`config.mk`:
```
export PLATFORM = sky130hd
export DESIGN_NAME = grp_intc_top
export DESIGN_NICKNAME = d
export VERILOG_FILES = /design/src/rtl/grp_intc_pkg.sv /design/src/rtl/grp_intc_bank.sv /design/src/rtl/grp_intc_rdctl.sv /design/src/rtl/grp_intc_irq.sv /design/src/rtl/grp_intc_top.sv
export SDC_FILE = /design/constraint.sdc
export NUM_CORES = 1
export LEC_CHECK = 0
export BUFFER_PORTS_ARGS = -buffer_cell sky130_fd_sc_hd__buf_2
export CORE_MARGIN = 2
export CORE_UTILIZATION = 47
export DETAILED_ROUTE_END_ITERATION = 7
export HOLD_SLACK_MARGIN = 0.06
export PLACE_DENSITY_LB_ADDON = 0.2
export SLEW_MARGIN = 40
export SYNTH_ARGS = -nofsm -noshare
export SYNTH_HDL_FRONTEND = slang
export SYNTH_SLANG_ARGS = --single-unit
```
`constraint.sdc`:
```
create_clock -name clk -period 1.5 [get_ports clk]
set_input_delay 0.45 -clock clk [delete_from_list [all_inputs] [get_ports clk]]
set_output_delay 0.45 -clock clk [all_outputs]
set_load 0.05 [all_outputs]
```
`src/rtl/grp_intc_pkg.sv`:
```
package grp_intc_pkg;

    typedef enum logic [1:0] {
        RC_IDLE,
        RC_FULL,
        RC_GROUP,
        RC_PEEK
    } rd_state_e;

    typedef enum logic {
        IRQ_QUIET,
        IRQ_RAISED
    } irq_state_e;

endpackage

```
`src/rtl/grp_intc_bank.sv`:
```
module grp_intc_bank #(
    parameter int W = 8
) (
    input  logic         clk,
    input  logic         rst_n,
    input  logic [W-1:0] src,
    input  logic [W-1:0] src_en,
    input  logic         grp_en,
    input  logic         clr,
    output logic [W-1:0] pend,
    output logic         any_act_nxt
);

    logic [W-1:0] src_q;
    logic [W-1:0] rise;
    logic [W-1:0] pend_nxt;

    // A new edge wins over a clear in the same cycle.
    always_comb begin
        rise        = src & ~src_q;
        pend_nxt    = (pend & ~{W{clr}}) | rise;
        any_act_nxt = grp_en & (|(pend_nxt & src_en));
    end

    always_ff @(posedge clk) begin
        if (!rst_n) begin
            src_q <= '0;
            pend  <= '0;
        end else begin
            src_q <= src;
            pend  <= pend_nxt;
        end
    end

endmodule

```
`src/rtl/grp_intc_rdctl.sv`:
```
module grp_intc_rdctl
    import grp_intc_pkg::*;
#(
    parameter int NG = 3,
    parameter int W  = 8,
    parameter int SW = 3
) (
    input  logic            clk,
    input  logic            rst_n,
    input  logic            rd_stb,
    input  logic [SW-1:0]   rd_sel,
    input  logic            cor_en,
    input  logic [NG*W-1:0] pend_all,
    input  logic [NG*W-1:0] src_all,
    output logic [NG-1:0]   clr_grp,
    output logic            rd_valid,
    output logic [NG*W-1:0] rd_pend,
    output logic [NG*W-1:0] rd_live
);

    localparam int TOT = NG * W;
    localparam logic [SW-1:0] SEL_FULL = '0;
    localparam logic [SW-1:0] SEL_PEEK = SW'(NG + 1);
    localparam logic [SW-1:0] SEL_LAST_GRP = SW'(NG);

    rd_state_e state_q, state_d;
    logic [TOT-1:0] mask_d;
    logic [TOT-1:0] pend_q, live_q;

    // Next state, read coverage mask and clear requests.
    always_comb begin
        state_d = RC_IDLE;
        mask_d  = '0;
        clr_grp = '0;
        if (rd_stb) begin
            if (rd_sel == SEL_FULL) begin
                state_d = RC_FULL;
                mask_d  = '1;
                clr_grp = {NG{cor_en}};
            end else if (rd_sel == SEL_PEEK) begin
                state_d = RC_PEEK;
                mask_d  = '1;
            end else if (rd_sel <= SEL_LAST_GRP) begin
                state_d = RC_GROUP;
                for (int g = 0; g < NG; g++) begin
                    if (rd_sel == SW'(g + 1)) begin
                        mask_d[g*W +: W] = '1;
                        clr_grp[g]       = cor_en;
                    end
                end
            end
        end
    end

    // State register.
    always_ff @(posedge clk) begin
        if (!rst_n) begin
            state_q <= RC_IDLE;
        end else begin
            state_q <= state_d;
        end
    end

    // Answer capture: values seen in the strobe cycle, before any clear.
    always_ff @(posedge clk) begin
        if (!rst_n) begin
            pend_q <= '0;
            live_q <= '0;
        end else if (state_d != RC_IDLE) begin
            pend_q <= pend_all & mask_d;
            live_q <= src_all & mask_d;
        end
    end

    // Outputs.
    always_comb begin
        rd_pend = pend_q;
        rd_live = live_q;
        unique case (state_q)
            RC_IDLE:                    rd_valid = 1'b0;
            RC_FULL, RC_GROUP, RC_PEEK: rd_valid = 1'b1;
        endcase
    end

endmodule

```
`src/rtl/grp_intc_irq.sv`:
```
module grp_intc_irq
    import grp_intc_pkg::*;
#(
    parameter int NG = 3
) (
    input  logic          clk,
    input  logic          rst_n,
    input  logic [NG-1:0] grp_act_nxt,
    output logic          irq_n
);

    irq_state_e state_q, state_d;

    always_comb begin
        state_d = state_q;
        unique case (state_q)
            IRQ_QUIET:  if (|grp_act_nxt)  state_d = IRQ_RAISED;
            IRQ_RAISED: if (!(|grp_act_nxt)) state_d = IRQ_QUIET;
        endcase
    end

    always_ff @(posedge clk) begin
        if (!rst_n) begin
            state_q <= IRQ_QUIET;
        end else begin
            state_q <= state_d;
        end
    end

    always_comb begin
        unique case (state_q)
            IRQ_QUIET:  irq_n = 1'b1;
            IRQ_RAISED: irq_n = 1'b0;
        endcase
    end

endmodule

```
`src/rtl/grp_intc_top.sv`:
```
module grp_intc_top #(
    parameter int NUM_GRP = 3,
    parameter int GRP_W   = 8,
    parameter int SEL_W   = 3
) (
    input  logic                     clk,
    input  logic                     rst_n,
    input  logic [NUM_GRP*GRP_W-1:0] src_i,
    input  logic [NUM_GRP*GRP_W-1:0] src_en_i,
    input  logic [NUM_GRP-1:0]       grp_en_i,
    input  logic                     cor_en_i,
    input  logic                     rd_stb_i,
    input  logic [SEL_W-1:0]         rd_sel_i,
    output logic                     irq_n_o,
    output logic                     rd_valid_o,
    output logic [NUM_GRP*GRP_W-1:0] rd_pend_o,
    output logic [NUM_GRP*GRP_W-1:0] rd_live_o
);

    localparam int TOT = NUM_GRP * GRP_W;

    logic [TOT-1:0]     pend_all;
    logic [NUM_GRP-1:0] clr_grp;
    logic [NUM_GRP-1:0] grp_act_nxt;

    for (genvar g = 0; g < NUM_GRP; g++) begin : g_bank
        grp_intc_bank #(.W(GRP_W)) u_bank (
            .clk        (clk),
            .rst_n      (rst_n),
            .src        (src_i[g*GRP_W +: GRP_W]),
            .src_en     (src_en_i[g*GRP_W +: GRP_W]),
            .grp_en     (grp_en_i[g]),
            .clr        (clr_grp[g]),
            .pend       (pend_all[g*GRP_W +: GRP_W]),
            .any_act_nxt(grp_act_nxt[g])
        );
    end

    grp_intc_rdctl #(.NG(NUM_GRP), .W(GRP_W), .SW(SEL_W)) u_rdctl (
        .clk     (clk),
        .rst_n   (rst_n),
        .rd_stb  (rd_stb_i),
        .rd_sel  (rd_sel_i),
        .cor_en  (cor_en_i),
        .pend_all(pend_all),
        .src_all (src_i),
        .clr_grp (clr_grp),
        .rd_valid(rd_valid_o),
        .rd_pend (rd_pend_o),
        .rd_live (rd_live_o)
    );

    grp_intc_irq #(.NG(NUM_GRP)) u_irq (
        .clk        (clk),
        .rst_n      (rst_n),
        .grp_act_nxt(grp_act_nxt),
        .irq_n      (irq_n_o)
    );

endmodule

```
==> impl_metrics.ini <==
[routing]
drtAntennaViolNets = 0
drt-pass1-iter-count = 4
route.detailed.drc = 0
routed-via-count = 3254
via_per_inst = 5.10
drt_wl_total_um = 9160
drt_iter0_markers = 69
drt-wirelength-per-cell_um = 14.4

[yosys]
synth_xor_area_share_pct = 0.226
synth_top_family_by_area = simple AND/OR/NAND/NOR gates
syn_nets = 460
synth_cell_type_count = 35
synth_cells = 402
synth-compound-area-share_pct = 16.8
synthMuxAreaShare_pct = 0
netlist_area_mm2 = 0.00387
yosysWarnings = 0
synthAdderAreaFrac_pct = 0
avgSynthCellArea_um2 = 9.63
ys_async_sr_fraction_pct = 0
ys_seq_area_share_pct = 51.2
yosys.area_share.simple_pct = 28.3
ys_seq_elements = 99
synthFlopType = dfxtp_1
synth_edf_count = 0

[setup_path]
required_ns = 1.71
reg2reg_depth = 4
reg2reg_slack_ns = 0.002
crit_path_start_kind = register
timing.rr.start = g_bank[0].u_bank.pend[0]
end_kind = register
critPathMaxFanout = 2
path_class = reg2reg
r2r_end = u_irq.state_q
cp.arrival_ns = 1.71

[floorplan]
fp.dieH_um = 94.8
pin_count = 108
die_width_um = 94.8
num_rows = 33
initial_core_util_pct = 47.9
die_area_mm2 = 0.00898
core_mm2 = 0.00809

[global_routing]
track_usage_pct = 20.8
grt_pass1_vias = 3184
grt_overflow_total = 0
grt_pass1_wl_um = 14700
grt_max_degree = 48
busiest_layer = met2
grtUsageMet1_pct = 26.7
use_met3_pct = 4.79
grt_use_met2_pct = 35.1
antenna_found_initial = 0

[place]
place_congestion = 0.811
placedCellCount = 623
io_buffers = 107
dp_hpwl_um = 6780

[sta]
worst_pin_slew_ns = 0.384
finalHoldViolCount = 0
relSlewSlack_pct = 74.3
grt_setup_unrepaired = true
finClkSkew_ns = 0.0153
setup_viol = 0
period_share_pct = 99.9
finalSetupTns_ns = 0
slew_viol_final = 0
clock.fmax_ghz = 0.668
finalCriticalPeriod_ns = 1.50

[cts]
cts_setup_buffers = 0
cts_tree = yes
cts.path.max_buffers = 2
numClockSinks = 99
numCtsBuffers = 9
cts_root_buf = clkbuf_8
htreeDepth = 3
clk_pin_slew_ns = 0.10
worstSkewPairLatency_ns = 0.35

[worst_hold_path]
hold_start = src_i[14]
hold_class = in2reg
holdPathStages = 2
min_to = g_bank[1].u_bank.src_q[6]

[power_and_ir_drop]
vdd_drop_max_mv = 0.512
cellPowerDensity_mw_per_mm2 = 1070
p_leak_nw = 2.11

[finish]
final_util_pct = 60.4
fin_cells = 638
drive_gt1_share_pct = 30.8
area_delta_synth_final_pct = 26.3
nets = 587
n_antenna_cell = 0
fill_cells = 754

[status]
status = complete, no violations

[job]
cap_violations = 0
[cells in the mapped netlist, types with 4 or more instances]
library cell	number	area, um^2
nand3b_1	40	300
nor2_1	17	63.8
buf_6	4	45.0
a22oi_1	8	60.1
and2_1	25	156
dfxtp_1	99	1980
nand4_1	8	50.1
a22o_1	20	175
a21oi_1	40	200
clkbuf_1	9	33.8
buf_2	9	45.0
a21boi_1	14	105
nand2_1	36	135
nor2b_1	49	307
[placed cells by master, fill, tap and decap left out, drive strengths merged, types with 2 or more instances in the layout]
| master | Yosys | final |
|---|---|---|
| nor3 | 2 | 2 |
| clkinvlp | 0 | 2 |
| clkbuf | 9 | 11 |
| a211oi | 3 | 3 |
| buf | 14 | 139 |
| nand2 | 38 | 38 |
| a21boi | 16 | 16 |
| nand3b | 40 | 40 |
| nor2b | 49 | 49 |
| nand4 | 8 | 8 |
| clkinv | 0 | 2 |
| and2 | 26 | 26 |
| dfxtp | 99 | 99 |
| a22o | 20 | 20 |
| or3 | 2 | 2 |
| a21oi | 41 | 41 |
| nor2 | 18 | 18 |
| a22oi | 8 | 8 |
[report_power, final]
group / internal (mW) / total, mW / switching, mW / leakage (nW)
clock: 0.597 / 1.47 / 0.878 / 0.0754
combinational: 0.367 / 0.922 / 0.554 / 1.22
sequential: 2.78 / 2.86 / 0.0830 / 0.817
[critical path: stages, from the launching register on]
cell      delay (ns)
dfxtp_2         0.33
a22o_1          0.20
o41a_1          0.45
o311ai_4        0.24
o221ai_1        0.15
[cells by family after synthesis]
kind of cell           after synthesis
XOR/XNOR                             1
AO/OA/AOI/OAI                       92
flip-flops                          99
buffers and inverters               24
AND/OR/NAND/NOR                    186
[worst max-delay path by stage]
stage	start	endpoint	slack, ns	cells after the start
final	g_bank[0].u_bank.pend[0]	u_irq.state_q	0.002	4
after global routing	g_bank[0].u_bank.pend[0]	u_irq.state_q	-0.08	4
after CTS	g_bank[0].u_bank.pend[0]	u_irq.state_q	-0.03	4
after detailed placement	src_en_i[0]	u_irq.state_q	-0.37	5
after global placement	src_en_i[0]	u_irq.state_q	-0.33	5
after floorplan	rd_sel_i[0]	u_irq.state_q	-0.06	6
[flip-flops by register name, summed over array words and instances, names as in the netlist]
name,flops
u_irq.state_q,1
u_rdctl.rd_live,24
g_bank.u_bank.pend,24
u_rdctl.rd_pend,24
u_rdctl.state_q,2
g_bank.u_bank.src_q,24
[cell type report]
type	instances	area, um^2	area share [%]
clock inverters	4	28.8	0.588
repair buffers	139	836	17.1
inverters	1	3.75	0.0767
multi-input cells	279	1780	36.3
flip-flops and latches	99	1980	40.6
clock buffers	11	131	2.69
well taps	105	131	2.69
[metrics by stage]
step | hold slack (ns) | cell area (um^2) | setup WS [ns] | power (mW)
floorplan | 0.448 | 3890 | -0.0612 | 3.49
global placement | 0.436 | 4700 | -0.335 | 3.81
detailed placement | 0.445 | 4700 | -0.372 | 3.83
CTS | 0.338 | 4880 | -0.0252 | 5.29
global route | 0.337 | 4890 | -0.0846 | 5.49
finish | 0.343 | 4890 | 0.00200 | 5.26
[timing repair]
action | in CTS | in global routing
pin swaps | 1 | 0
setup endpoints to repair | 2 | 2
resized for setup | 7 | 1
hold buffers | 0 | 0
[metal layers]
metal | vias up | wire length (um)
li1 | 1640 | -
met1 | 1517 | 4120
met2 | 88 | 4420
met3 | 9 | 515
met4 | 0 | 100
met5 | - | 0
(Power assumes the default switching activity.)
